<file path="src/rtl/bte_pkg.sv">
// Package: shared operation codes and next-address selector for the
// branch and trap evaluator. Assumes a 5-bit operation field.
package bte_pkg;

    typedef enum logic [4:0] {
        OP_BEQ     = 5'd0,  OP_BNE     = 5'd1,  OP_BLEZ    = 5'd2,  OP_BGTZ    = 5'd3,
        OP_BLTZ    = 5'd4,  OP_BGEZ    = 5'd5,  OP_BLTZAL  = 5'd6,  OP_BGEZAL  = 5'd7,
        OP_BEQL    = 5'd8,  OP_BNEL    = 5'd9,  OP_BLEZL   = 5'd10, OP_BGTZL   = 5'd11,
        OP_BLTZL   = 5'd12, OP_BGEZL   = 5'd13, OP_BLTZALL = 5'd14, OP_BGEZALL = 5'd15,
        OP_JREGION = 5'd16, OP_JREGLNK = 5'd17, OP_JREG    = 5'd18, OP_JREGRLNK = 5'd19,
        OP_TEQ     = 5'd20, OP_TNE     = 5'd21, OP_TGE     = 5'd22, OP_TGEU    = 5'd23,
        OP_TLT     = 5'd24, OP_TLTU    = 5'd25, OP_TEQI    = 5'd26, OP_TNEI    = 5'd27,
        OP_TGEI    = 5'd28, OP_TGEIU   = 5'd29, OP_TLTI    = 5'd30, OP_TLTIU   = 5'd31
    } op_e;

    // First immediate-form trap code; codes at or above it compare against the immediate.
    localparam logic [4:0] TRAP_IMM_BASE = 5'd26;
    localparam logic [4:0] TRAP_REG_BASE = 5'd20;

    typedef enum logic [1:0] {
        NPC_SEQ4   = 2'd0,  // trap: fall through
        NPC_SEQ8   = 2'd1,  // branch not taken: skip delay slot
        NPC_BRANCH = 2'd2,  // relative branch target
        NPC_JUMP   = 2'd3   // region or register jump target (chosen separately)
    } npc_sel_e;

endpackage

</file>
<file path="src/rtl/bte_cmp.sv">
// Module: bte_cmp
// Shared comparator. One (W+1)-bit subtraction yields the unsigned
// less-than as its borrow; the signed less-than is derived from the
// borrow and the two sign bits. Assumes two's-complement operands.
module bte_cmp #(
    parameter int W = 32
) (
    input  logic [W-1:0] a,
    input  logic [W-1:0] b,
    output logic         eq,
    output logic         lt_s,
    output logic         lt_u
);
    logic [W:0] diff;

    // Form the difference and derive all three relations from it.
    always_comb begin
        diff = {1'b0, a} - {1'b0, b};
        eq   = (a == b);
        lt_u = diff[W];
        lt_s = (a[W-1] ^ b[W-1]) ? a[W-1] : diff[W];
    end
endmodule

</file>
<file path="src/rtl/bte_addr.sv">
// Module: bte_addr
// Candidate address generator: sequential addresses, the relative branch
// target (offset counted from the delay slot), the region jump target and
// the register jump target. Assumes instructions are 4 bytes.
module bte_addr #(
    parameter int W     = 32,
    parameter int IMM_W = 16,
    parameter int IDX_W = 26
) (
    input  logic [W-1:0]     pc,
    input  logic [W-1:0]     rs,
    input  logic [IDX_W-1:0] offs,
    output logic [W-1:0]     seq4,
    output logic [W-1:0]     seq8,
    output logic [W-1:0]     br_tgt,
    output logic [W-1:0]     rgn_tgt,
    output logic [W-1:0]     reg_tgt
);
    localparam int REGION_W = W - IDX_W - 2;
    localparam int EXT_W    = W - IMM_W - 2;

    logic [W-1:0] br_disp;

    // Compute the sequential and target addresses in parallel.
    always_comb begin
        seq4    = pc + W'(4);
        seq8    = pc + W'(8);
        br_disp = {{EXT_W{offs[IMM_W-1]}}, offs[IMM_W-1:0], 2'b00};
        br_tgt  = seq4 + br_disp;
        rgn_tgt = {pc[W-1 -: REGION_W], offs, 2'b00};
        reg_tgt = rs;
    end
endmodule

</file>
<file path="src/rtl/bte_decide.sv">
// Module: bte_decide
// Decision decoder. From the operation code, the comparator flags and
// the sign/zero state of the first operand, it decides taken, annul,
// link, trap and which next address applies. Purely combinational.
module bte_decide
    import bte_pkg::*;
#(
    parameter int W = 32
) (
    input  logic [4:0]   op,
    input  logic [W-1:0] rs,
    input  logic         eq,
    input  logic         lt_s,
    input  logic         lt_u,
    output logic         taken,
    output logic         annul,
    output logic         link_en,
    output logic         link_rd,
    output logic         trap,
    output logic         jmp_reg,
    output npc_sel_e     npc_sel
);
    logic       neg;
    logic       zero;
    logic       cond;
    logic [2:0] tidx;

    // Sign and zero state of the first operand for the compare-to-zero branches.
    always_comb begin
        neg  = rs[W-1];
        zero = (rs == '0);
    end

    // Decode the operation into decisions.
    always_comb begin
        taken   = 1'b0;
        annul   = 1'b0;
        link_en = 1'b0;
        link_rd = 1'b0;
        trap    = 1'b0;
        jmp_reg = 1'b0;
        npc_sel = NPC_SEQ4;
        cond    = 1'b0;
        tidx    = 3'd0;
        if (op[4] == 1'b0) begin
            // Branch family: low three bits pick the condition, bit 3 marks likely.
            case (op[2:0])
                3'd0:       cond = eq;
                3'd1:       cond = !eq;
                3'd2:       cond = neg || zero;
                3'd3:       cond = !neg && !zero;
                3'd4, 3'd6: cond = neg;
                default:    cond = !neg;
            endcase
            taken   = cond;
            annul   = op[3] && !cond;
            link_en = (op[2:1] == 2'b11);
            npc_sel = cond ? NPC_BRANCH : NPC_SEQ8;
        end else if (op < TRAP_REG_BASE) begin
            // Jump family: always taken; bit 1 selects register target, bit 0 links.
            taken   = 1'b1;
            jmp_reg = op[1];
            link_en = op[0];
            link_rd = op[1] && op[0];
            npc_sel = NPC_JUMP;
        end else begin
            // Trap family: six conditions repeated for register and immediate forms.
            tidx = (op >= TRAP_IMM_BASE) ? 3'(op - TRAP_IMM_BASE) : 3'(op - TRAP_REG_BASE);
            case (tidx)
                3'd0:    trap = eq;
                3'd1:    trap = !eq;
                3'd2:    trap = !lt_s;
                3'd3:    trap = !lt_u;
                3'd4:    trap = lt_s;
                default: trap = lt_u;
            endcase
            npc_sel = NPC_SEQ4;
        end
    end
endmodule

</file>
<file path="src/rtl/bte_top.sv">
// Module: bte_top
// Branch and trap condition evaluator. Selects the second compare operand
// (register or sign-extended immediate), runs the shared comparator, the
// address generator and the decoder, and registers every result one cycle
// after op_valid. Idle cycles clear the flags and hold the addresses.
module bte_top
    import bte_pkg::*;
#(
    parameter int W     = 32,
    parameter int IMM_W = 16,
    parameter int IDX_W = 26
) (
    input  logic             clk,
    input  logic             rst_n,
    input  logic             op_valid,
    input  logic [4:0]       op_code,
    input  logic [W-1:0]     rs_val,
    input  logic [W-1:0]     rt_val,
    input  logic [W-1:0]     pc,
    input  logic [IDX_W-1:0] offset,
    output logic             res_valid,
    output logic             taken,
    output logic [W-1:0]     next_pc,
    output logic [W-1:0]     link_addr,
    output logic             link_en,
    output logic             link_rd,
    output logic             annul,
    output logic             trap_req
);
    localparam int SEXT_W = W - IMM_W;

    logic [W-1:0] cmp_b;
    logic         use_imm;
    logic         c_eq, c_lt_s, c_lt_u;
    logic [W-1:0] a_seq4, a_seq8, a_br, a_rgn, a_reg;
    logic         d_taken, d_annul, d_link_en, d_link_rd, d_trap, d_jmp_reg;
    npc_sel_e     d_sel;
    logic [W-1:0] npc_mux;

    // Pick the second compare operand: immediate trap forms use the sign-extended offset.
    always_comb begin
        use_imm = (op_code >= TRAP_IMM_BASE);
        cmp_b   = use_imm ? {{SEXT_W{offset[IMM_W-1]}}, offset[IMM_W-1:0]} : rt_val;
    end

    bte_cmp #(.W(W)) u_cmp (
        .a    (rs_val),
        .b    (cmp_b),
        .eq   (c_eq),
        .lt_s (c_lt_s),
        .lt_u (c_lt_u)
    );

    bte_addr #(.W(W), .IMM_W(IMM_W), .IDX_W(IDX_W)) u_addr (
        .pc      (pc),
        .rs      (rs_val),
        .offs    (offset),
        .seq4    (a_seq4),
        .seq8    (a_seq8),
        .br_tgt  (a_br),
        .rgn_tgt (a_rgn),
        .reg_tgt (a_reg)
    );

    bte_decide #(.W(W)) u_dec (
        .op      (op_code),
        .rs      (rs_val),
        .eq      (c_eq),
        .lt_s    (c_lt_s),
        .lt_u    (c_lt_u),
        .taken   (d_taken),
        .annul   (d_annul),
        .link_en (d_link_en),
        .link_rd (d_link_rd),
        .trap    (d_trap),
        .jmp_reg (d_jmp_reg),
        .npc_sel (d_sel)
    );

    // Choose the next address from the candidates.
    always_comb begin
        case (d_sel)
            NPC_SEQ8:   npc_mux = a_seq8;
            NPC_BRANCH: npc_mux = a_br;
            NPC_JUMP:   npc_mux = d_jmp_reg ? a_reg : a_rgn;
            default:    npc_mux = a_seq4;
        endcase
    end

    // Output register stage: capture on valid, clear flags and hold addresses when idle.
    always_ff @(posedge clk) begin
        if (!rst_n) begin
            res_valid <= 1'b0;
            taken     <= 1'b0;
            annul     <= 1'b0;
            link_en   <= 1'b0;
            link_rd   <= 1'b0;
            trap_req  <= 1'b0;
            next_pc   <= '0;
            link_addr <= '0;
        end else begin
            res_valid <= op_valid;
            if (op_valid) begin
                taken     <= d_taken;
                annul     <= d_annul;
                link_en   <= d_link_en;
                link_rd   <= d_link_rd;
                trap_req  <= d_trap;
                next_pc   <= npc_mux;
                link_addr <= a_seq8;
            end else begin
                taken     <= 1'b0;
                annul     <= 1'b0;
                link_en   <= 1'b0;
                link_rd   <= 1'b0;
                trap_req  <= 1'b0;
            end
        end
    end

    // a valid operation produces a result exactly one cycle later.
    p_latency_r1: assert property (@(posedge clk) disable iff (!rst_n)
        op_valid |=> res_valid);

    // idle cycles carry no decision and keep the addresses.
    p_idle_quiet_r1: assert property (@(posedge clk) disable iff (!rst_n)
        !op_valid |=> (!res_valid && !taken && !annul && !link_en && !trap_req
                       && $stable(next_pc) && $stable(link_addr)));

    // the delay slot is only cancelled when the branch does not go.
    p_annul_not_taken_r7: assert property (@(posedge clk) disable iff (!rst_n)
        annul |-> !taken);

    // a trap request never comes with a transfer or a link.
    p_trap_alone_r12: assert property (@(posedge clk) disable iff (!rst_n)
        trap_req |-> (!taken && !link_en && !annul));

    // the return address is the instruction address plus eight.
    p_link_addr_r6: assert property (@(posedge clk) disable iff (!rst_n)
        op_valid |=> (link_addr == $past(pc) + W'(8)));

    // only the linking register jump writes the destination register.
    p_link_rd_r9: assert property (@(posedge clk) disable iff (!rst_n)
        link_rd |-> (link_en && taken));
endmodule

</file>
<file path="config.mk">
export PLATFORM = sky130hd
export DESIGN_NAME = bte_top
export DESIGN_NICKNAME = d
export VERILOG_FILES = /design/src/rtl/bte_pkg.sv /design/src/rtl/bte_cmp.sv /design/src/rtl/bte_addr.sv /design/src/rtl/bte_decide.sv /design/src/rtl/bte_top.sv
export SDC_FILE = /design/constraint.sdc
export NUM_CORES = 1
export LEC_CHECK = 0
export BUFFER_PORTS_ARGS = -buffer_cell sky130_fd_sc_hd__buf_4
export CORE_UTILIZATION = 25
export DETAILED_ROUTE_END_ITERATION = 10
export GPL_TIMING_DRIVEN = 0
export PLACE_DENSITY = 0.43
export SKIP_LAST_GASP = 1
export SLEW_MARGIN = 20
export SYNTH_ARGS = -nofsm -noshare
export SYNTH_HDL_FRONTEND = slang
export SYNTH_SLANG_ARGS = --single-unit
export TNS_END_PERCENT = 20
</file>
<file path="constraint.sdc">
create_clock -name clk -period 9.7 [get_ports clk]
set_clock_uncertainty 0.15 [all_clocks]
set_input_delay 0 -clock clk [delete_from_list [all_inputs] [get_ports clk]]
set_output_delay 0 -clock clk [all_outputs]
set_load 0.1 [all_outputs]
</file>
==> summary.md, run 1 <==
| Metric | Value |
|---|---|
| Post-synthesis async set-or-reset flop share | `0%` |
| R2r worst-path depth | `3` |
| Worst path buffer plus inverter count | `9` |
| Leakage power of the design | `4.42 nW` |
| Vias per inst | `5.18` |
| Status | `finished clean` |
| Critical path start-end classification | `primary input to flip-flop` |
| Arrival @ worst endpoint | `6.33 ns` |
| Overall Global Routing Usage | `23.4%` |
| Final total negative setup slack | `0 ns` |
| Final Net Count | `1364` |
| Max Slew Vio Count | `0` |
| Peak ir drop on the vdd network | `0.0924 mV` |
| Library cell with the highest instance count after synthesis | `sky130_fd_sc_hd__nand2_1` |
| Setup violation total in the final timing report | `0` |
| Transition time at the pin with the least slew margin | `0.994 ns` |
| Antenna-violating nets left | `0` |
| Reg-to-reg critical path endpoint | `next_pc[7]` |
| Pin count of the biggest net entering global routing | `16` |
| Commonest register cell after synthesis | `sky130_fd_sc_hd__dfxtp_1` |
| Worst Hold Path EP | `link_addr[9]` |
| Number of placed I/O pins | `200` |
| First-pass iteration count of the detailed router | `5` |
| Highest achievable clock rate | `160 MHz` |
| Vias in the first global route | `7862` |
| Number of buffer cells added on primary ports | `192` |
| Count of inserted antenna diode cells | `0` |
| Insertion delay of the later-clocked pin in the worst-skew pair | `0.35 ns` |
| Final HPWL from detailed placement | `28000 um` |
| Sort of element at the start of the critical path | `primary input` |
| Routed wire length | `34600 um` |
| Number of DRC markers after the initial detailed-route iteration | `566` |
| Clock transition at the register clock pins on the worst setup and hold paths after CTS | `0.06 ns` |
| Die ar. | `0.0297 mm^2` |
| Flops & latches, synth | `70` |
| Sequence of cells on the critical path | `dlygate4sd3_1, buf_4, buf_2, buf_2, inv_1, clkbuf_1, ha_1, nand2_1, nand3_1, clkbuf_1, clkbuf_1, mux2i_1, ha_1, nand3_1, nor4_2, nand3_2, xnor2_1, a221o_1, buf_2, o22ai_1, o211ai_1, nand3_1` |
| Hold slack | `0.0169 ns` |
| Cell type with the highest aggregate area in the netlist | `sky130_fd_sc_hd__dfxtp_1` |
| Max-capacitance violation count | `0` |
| Number of DRC violations after detailed routing | `0` |
| Number of warnings printed during yosys synthesis | `0` |
| Vias | `8054` |
| Nets in the synthesized netlist | `1129` |
| Share of the clock period used by the worst path | `64.5%` |
| Fraction of layout instances using a drive strength above 1 | `21.7%` |
| Proportion of netlist area held by the largest area contributor | `19.3%` |
| Worst path slowest cell | `sky130_fd_sc_hd__clkbuf_1` |
| Worst slack, placed | `3.57 ns` |
| Startpoint of the most critical hold path | `pc[9]` |
| Register-to-register path setup slack | `8.74 ns` |
| Leading post-synthesis cells by instance count | `sky130_fd_sc_hd__nand2_1 (108), sky130_fd_sc_hd__a21oi_1 (73), sky130_fd_sc_hd__dfxtp_1 (70)` |
| Overall Power | `1.28 mW` |
| Global-route wire length before repair | `50500 um` |
| Antenna violations before repair | `0` |
| Area delta synth->final | `34.9%` |
| Area of combinational cells with multiple inputs | `0.00554 mm^2` |
| Number of instances in the synthesized netlist | `931` |
| Final Worst Setup Slack | `3.44 ns` |
| Initial Utilization | `25.3%` |
| Final hold vios | `0` |
| TritonCTS buffer count | `9` |
| Count of flip-flops with a built-in enable after synthesis | `0` |
| FF-to-FF Start | `next_pc[7]` |
| Die extent in x | `172 um` |
| Library cells used by synthesis | `76` |
| Top cells by area, synth | `sky130_fd_sc_hd__dfxtp_1 (19%), sky130_fd_sc_hd__ha_1 (12%), sky130_fd_sc_hd__xnor2_1 (5.7%)` |
| Class of the tightest hold or removal check | `primary input to flip-flop` |
| Register area | `0.00140 mm^2` |
| Overflow left after global routing | `0` |
| Clock tree root buffer cell | `sky130_fd_sc_hd__clkbuf_16` |
| Critical path's largest stage delay | `0.69 ns` |
| Top delay family on crit path | `buffers and inverters` |
| Post-CTS setup repair buffer count | `0` |
| Syn Std Cell Area | `0.00726 mm^2` |
| Number of buffers on the longest clock path | `2` |
| Syn_area_per_cell | `7.79 um^2` |
| Clock sink count | `70` |
| Sequential-to-total area share from yosys stat | `19.3%` |
| Fin crit period | `6.26 ns` |
| Die outline height | `172 um` |
| Number of rows in the core area | `62` |
| Count of H-tree levels built during CTS | `3` |
| Capturing element type of the critical path | `flip-flop` |
| Instance count along the most critical hold path | `4` |
| Global placement routability congestion | `0.932` |
| Crit Path Max Fanout | `11` |
| Headroom to the max-slew limit | `33.5%` |
| Endpoint required time on the critical path | `9.78 ns` |
| Number of fill cells | `3124` |
| Std-Cell Core Area | `0.0286 mm^2` |
| CTS tree | `done` |
| Setup repair after global routing missed its margin | `no` |
| Wire length per cell | `22.3 um` |
| Pwr/cell area | `131 mW/mm^2` |
## per-layer routing
| metal | track usage (%) | part of all wire (%) | vias up |
|---|---|---|---|
| met4 | 6.27 | 1.8 | 0 |
| met2 | 36.4 | 43 | 323 |
| li1 | - | - | 3935 |
| met1 | 33.2 | 48 | 3762 |
| met3 | 3.41 | 6.7 | 34 |
| met5 | 0 | 0 | - |
## state kept, by name (all words and copies together) (netlist names)
signal	flops
link_en	1
next_pc	32
link_rd	1
annul	1
res_valid	1
link_addr	32
trap_req	1
taken	1
## final cells by class
| cell class | instances | area share (%) |
|---|---|---|
| Clock inverter | 5 | 0.613 |
| Buffer | 56 | 2.47 |
| Sequential cell | 70 | 14.3 |
| Inverter | 20 | 0.767 |
| Clock buffer | 11 | 2.38 |
| Multi-Input combinational cell | 785 | 56.6 |
| Tap cell | 384 | 4.91 |
| Timing Repair Buffer | 224 | 18.0 |
## power by group
part           switching [mW]  internal (mW)  leakage, nW
registers              0.0143          0.309        0.579
clock network           0.162          0.201        0.140
logic                   0.399          0.196         3.70
## stage by stage
stage | utilization [%] | instances | instance area [um^2]
floorplan | - | 931 | 7260
detailed placement | 32.1 | 1507 | 9180
CTS | 34.2 | 1555 | 9790
global route | 34.2 | 1555 | 9790
finish | 34.2 | 1555 | 9790
global placement | 32.1 | 1507 | 9180
## how the worst max path moves through the flow
stage	from	end	slack [ns]	cells past startpoint
final	op_code[1]	next_pc[26]	3.44	22
after CTS	op_code[1]	next_pc[29]	3.31	22
after global placement	op_code[1]	next_pc[29]	3.47	21
after detailed placement	op_code[1]	next_pc[29]	3.57	21
after global routing	op_code[1]	next_pc[29]	2.97	23
after floorplan	op_code[1]	next_pc[12]	5.40	21
## worst register-to-register path: stages (launching register included)
cell	delay [ns]
sky130_fd_sc_hd__dfxtp_1	0.32
sky130_fd_sc_hd__o21ai_0	0.18
sky130_fd_sc_hd__a21oi_1	0.06
sky130_fd_sc_hd__o21a_1	0.14
## timing repair
action                                  CTS  global route
hold buffers                             32             0
gates resized for setup                   0             0
hold endpoints to repair                 32             0
endpoints found under the setup margin    0             0
## cell families after synthesis
logic type	after synthesis	synth area share, %
and+or+nand+nor	293	19.7
DFF	70	19.3
muxes	43	6.10
adders and majority gates	68	11.8
AOI/OAI and AO/OA	298	28.6
buffers and inverters	76	4.36
xor gates and xnor gates	83	10.0
## cell usage in the layout (no fill, tap or decap), types with 10 or more instances in the layout
cell type,count
sky130_fd_sc_hd__mux2i_1,33
sky130_fd_sc_hd__ha_1,67
sky130_fd_sc_hd__xor2_1,36
sky130_fd_sc_hd__dfxtp_1,70
sky130_fd_sc_hd__inv_1,20
sky130_fd_sc_hd__nor2_1,54
sky130_fd_sc_hd__o22ai_1,19
sky130_fd_sc_hd__nand3_1,31
sky130_fd_sc_hd__a211oi_1,12
sky130_fd_sc_hd__nor4_1,13
sky130_fd_sc_hd__buf_4,192
sky130_fd_sc_hd__nand2_1,108
sky130_fd_sc_hd__o211ai_1,12
sky130_fd_sc_hd__nor3_1,14
sky130_fd_sc_hd__a21o_1,20
sky130_fd_sc_hd__o211a_1,31
sky130_fd_sc_hd__nor2b_1,11
sky130_fd_sc_hd__a21oi_1,73
sky130_fd_sc_hd__xnor2_1,47
sky130_fd_sc_hd__buf_2,12
sky130_fd_sc_hd__mux2_2,10
sky130_fd_sc_hd__nand4_1,19
sky130_fd_sc_hd__o21ai_0,60
sky130_fd_sc_hd__dlygate4sd3_1,32
sky130_fd_sc_hd__and2_1,13
sky130_fd_sc_hd__clkbuf_1,40
Power figures use the tool's default switching activity.
==> inputs of run 2 (changes only) <==
- clock period: 9.7 -> 6 ns (I/O delays scaled with it)
==> run 2 against run 1 <==
  * Via count fell by 0.51%
  * Register-to-register slack got worse by 3.7 ns
  * Global-route usage barely moved
  * Critical endpoint unchanged
  * Largest power group unchanged
  * Highest routed layer unchanged
==> summary.md, run 2 (synthesis gave the netlist of run 1 again) <==
| Metric | Value |
|---|---|
| Max Slew Vio Count | `0 (unchanged)` |
| Vias per inst | `5.16 (-0.45%)` |
| Std-Cell Core Area | `0.0286 mm^2 (unchanged)` |
| Clock transition at the register clock pins on the worst setup and hold paths after CTS | `0.06 ns (about the same)` |
| Overflow left after global routing | `0 (unchanged)` |
| Post-CTS setup repair buffer count | `0 (unchanged)` |
| Overall Global Routing Usage | `23.4% (about the same)` |
| TritonCTS buffer count | `9 (unchanged)` |
| Clock sink count | `70 (unchanged)` |
| Crit Path Max Fanout | `12 (+1)` |
| Number of buffer cells added on primary ports | `192 (unchanged)` |
| Count of inserted antenna diode cells | `0 (unchanged)` |
| Max-capacitance violation count | `0 (unchanged)` |
| Count of H-tree levels built during CTS | `3 (unchanged)` |
| Regs by FF count | `link_addr (32), next_pc (32)` |
| Register-to-register path setup slack | `5.04 ns (-3.70 ns)` |
| Area delta synth->final | `35.0% (about the same)` |
| Critical path's largest stage delay | `0.73 ns (+0.04 ns)` |
| Vias in the first global route | `7863 (+0.013%)` |
| Die ar. | `0.0297 mm^2 (unchanged)` |
| Die outline height | `172 um (unchanged)` |
| Top delay family on crit path | `buffers and inverters` |
| Most frequent standard cell in the layout excluding fill and tap cells | `sky130_fd_sc_hd__buf_4` |
| First-pass iteration count of the detailed router | `5 (unchanged)` |
| Headroom to the max-slew limit | `33.7% (+0.17 points)` |
| Class of the tightest hold or removal check | `primary input to flip-flop` |
| Reg-to-reg critical path endpoint | `next_pc[7]` |
| Number of buffers on the longest clock path | `2 (unchanged)` |
| Final total negative setup slack | `0 ns (unchanged)` |
| Number of fill cells | `3122 (-0.064%)` |
| Arrival @ worst endpoint | `5.57 ns (-0.76 ns)` |
| Fraction of layout instances using a drive strength above 1 | `21.8% (+0.10 points)` |
| R2r worst-path depth | `3 (unchanged)` |
| Highest achievable clock rate | `182 MHz` |
| Sort of element at the start of the critical path | `primary input` |
| Insertion delay of the later-clocked pin in the worst-skew pair | `0.35 ns (about the same)` |
| CTS tree | `done` |
| Final hold vios | `0 (unchanged)` |
| Number of placed I/O pins | `200 (unchanged)` |
| Setup repair after global routing missed its margin | `no` |
| Endpoint required time on the critical path | `6.08 ns (-3.70 ns)` |
| Launching instance or port of the critical path | `op_code[1]` |
| Pwr/cell area | `211 mW/mm^2 (+61%)` |
| Commonest cells after routing, fill and taps aside | `sky130_fd_sc_hd__buf_4 (192), sky130_fd_sc_hd__nand2_1 (108), sky130_fd_sc_hd__a21oi_1 (73), sky130_fd_sc_hd__dfxtp_1 (70), sky130_fd_sc_hd__ha_1 (67)` |
| Worst path slowest cell | `sky130_fd_sc_hd__clkdlybuf4s15_1` |
| Initial Utilization | `25.3% (unchanged)` |
| Global placement routability congestion | `0.932 (unchanged)` |
| Critical path depth in cells | `20 (-9.1%)` |
| Final HPWL from detailed placement | `28000 um (unchanged)` |
| Final Worst Setup Slack | `0.502 ns (-2.94 ns)` |
| Clock tree root buffer cell | `sky130_fd_sc_hd__clkbuf_16` |
| Peak ir drop on the vdd network | `0.147 mV (+59%)` |
| Leakage power of the design | `4.42 nW (about the same)` |
| Transition time at the pin with the least slew margin | `0.991 ns (-0.00253 ns)` |
| Final Net Count | `1363 (-0.073%)` |
| Worst slack, placed | `-0.135 ns (-3.70 ns)` |
| Capturing element of the worst setup path | `next_pc[26]` |
| Setup violation total in the final timing report | `0 (unchanged)` |
| Capturing element type of the critical path | `flip-flop` |
| Antenna violations before repair | `0 (unchanged)` |
| Routed wire length | `34500 um (-0.37%)` |
| Fin crit period | `5.50 ns` |
| Global-route wire length before repair | `50500 um (about the same)` |
| Share of the clock period used by the worst path | `91.6%` |
| Status | `finished clean` |
| Vias | `8013 (-0.51%)` |
| Number of DRC markers after the initial detailed-route iteration | `662 (+17%)` |
| FF-to-FF Start | `next_pc[7]` |
| Sequence of cells on the critical path | `buf_4, buf_2, buf_2, inv_1, ha_1, nand2_1, nand3_1, clkbuf_1, clkdlybuf4s15_1, mux2i_1, ha_1, nand3_1, nor4_2, nand3_2, xnor2_1, a221o_1, buf_2, o22ai_1, o211ai_1, nand3_1` |
| Worst path buffer plus inverter count | `7 (-2)` |
| Wire length per cell | `22.2 um (-0.31%)` |
| Antenna-violating nets left | `0 (unchanged)` |
| Number of DRC violations after detailed routing | `0 (unchanged)` |
| Pin count of the biggest net entering global routing | `16 (unchanged)` |
| Number of rows in the core area | `62 (unchanged)` |
| Die extent in x | `172 um (unchanged)` |
| Critical path start-end classification | `primary input to flip-flop` |
[run 2: cell count changes in the layout (fill, tap and decap cells not counted), sizes merged]
cell	before	now
clkbuf	50	48
clkdlybuf4s15	0	1
[run 2: per-stage QoR]
stage	hold slack (ns)	util, %	instance area, um^2	std cells	total power [mW]
after floorplan	-0.00408	-	7260	931	1.17
after global placement	0.133	32.1	9180	1507	1.47
after detailed placement	0.143	32.1	9180	1507	1.47
after CTS	0.0000271	34.2	9790	1555	2.08
after global routing	0.0356	34.2	9800	1554	2.16
final	0.0138	34.2	9800	1554	2.07
[run 2: final cells by class]
type	instances	area (um^2)	share of cell area (%)
Multi-Input combinational cell	785	5540	56.6
Clock inverter	5	60.1	0.613
Clock buffer	11	233	2.38
Buffer	55	244	2.49
Timing Repair Buffer	224	1760	18.0
Sequential cell	70	1400	14.3
Tap cell	384	480	4.90
Inverter	20	75.1	0.766
[run 2: tightest hold or removal path, stage by stage]
cell	delay, ns
sky130_fd_sc_hd__buf_4	0.13
sky130_fd_sc_hd__xnor2_1	0.13
sky130_fd_sc_hd__nand2_1	0.10
sky130_fd_sc_hd__o211a_1	0.13
[run 2: timing repair]
item	in CTS	in global routing
hold buffers	32	0
setup endpoints to repair	0	10
resized for setup	0	3
endpoints found under the hold margin	32	0
[run 2: where the power goes]
| group | switching (mW) | internal (mW) | leakage, nW |
|---|---|---|---|
| clock network | 0.258 | 0.324 | 0.140 |
| registers | 0.0229 | 0.500 | 0.579 |
| logic | 0.645 | 0.317 | 3.70 |
| total | 0.925 | 1.14 | 4.42 |
[run 2: layer usage]
metal	track usage, %	up-vias	routed length, um	share of wire (%)
met5	0	-	0	0
met4	6.27	0	645	1.9
met3	3.43	38	2230	6.5
met2	36.4	311	14900	43
met1	33.2	3728	16700	48
li1	-	3936	-	-
[run 2: worst min-delay path by stage]
stage                    start      endpoint  slack (ns)  cells after the start
finish                   pc[9]  link_addr[9]        0.01                      4
global route             pc[9]  link_addr[9]        0.04                      4
CTS                      pc[9]  link_addr[9]     0.00003                      4
detailed placement       pc[1]  link_addr[1]        0.14                      3
global placement         pc[0]  link_addr[0]        0.13                      3
floorplan           op_code[3]         annul      -0.004                      1
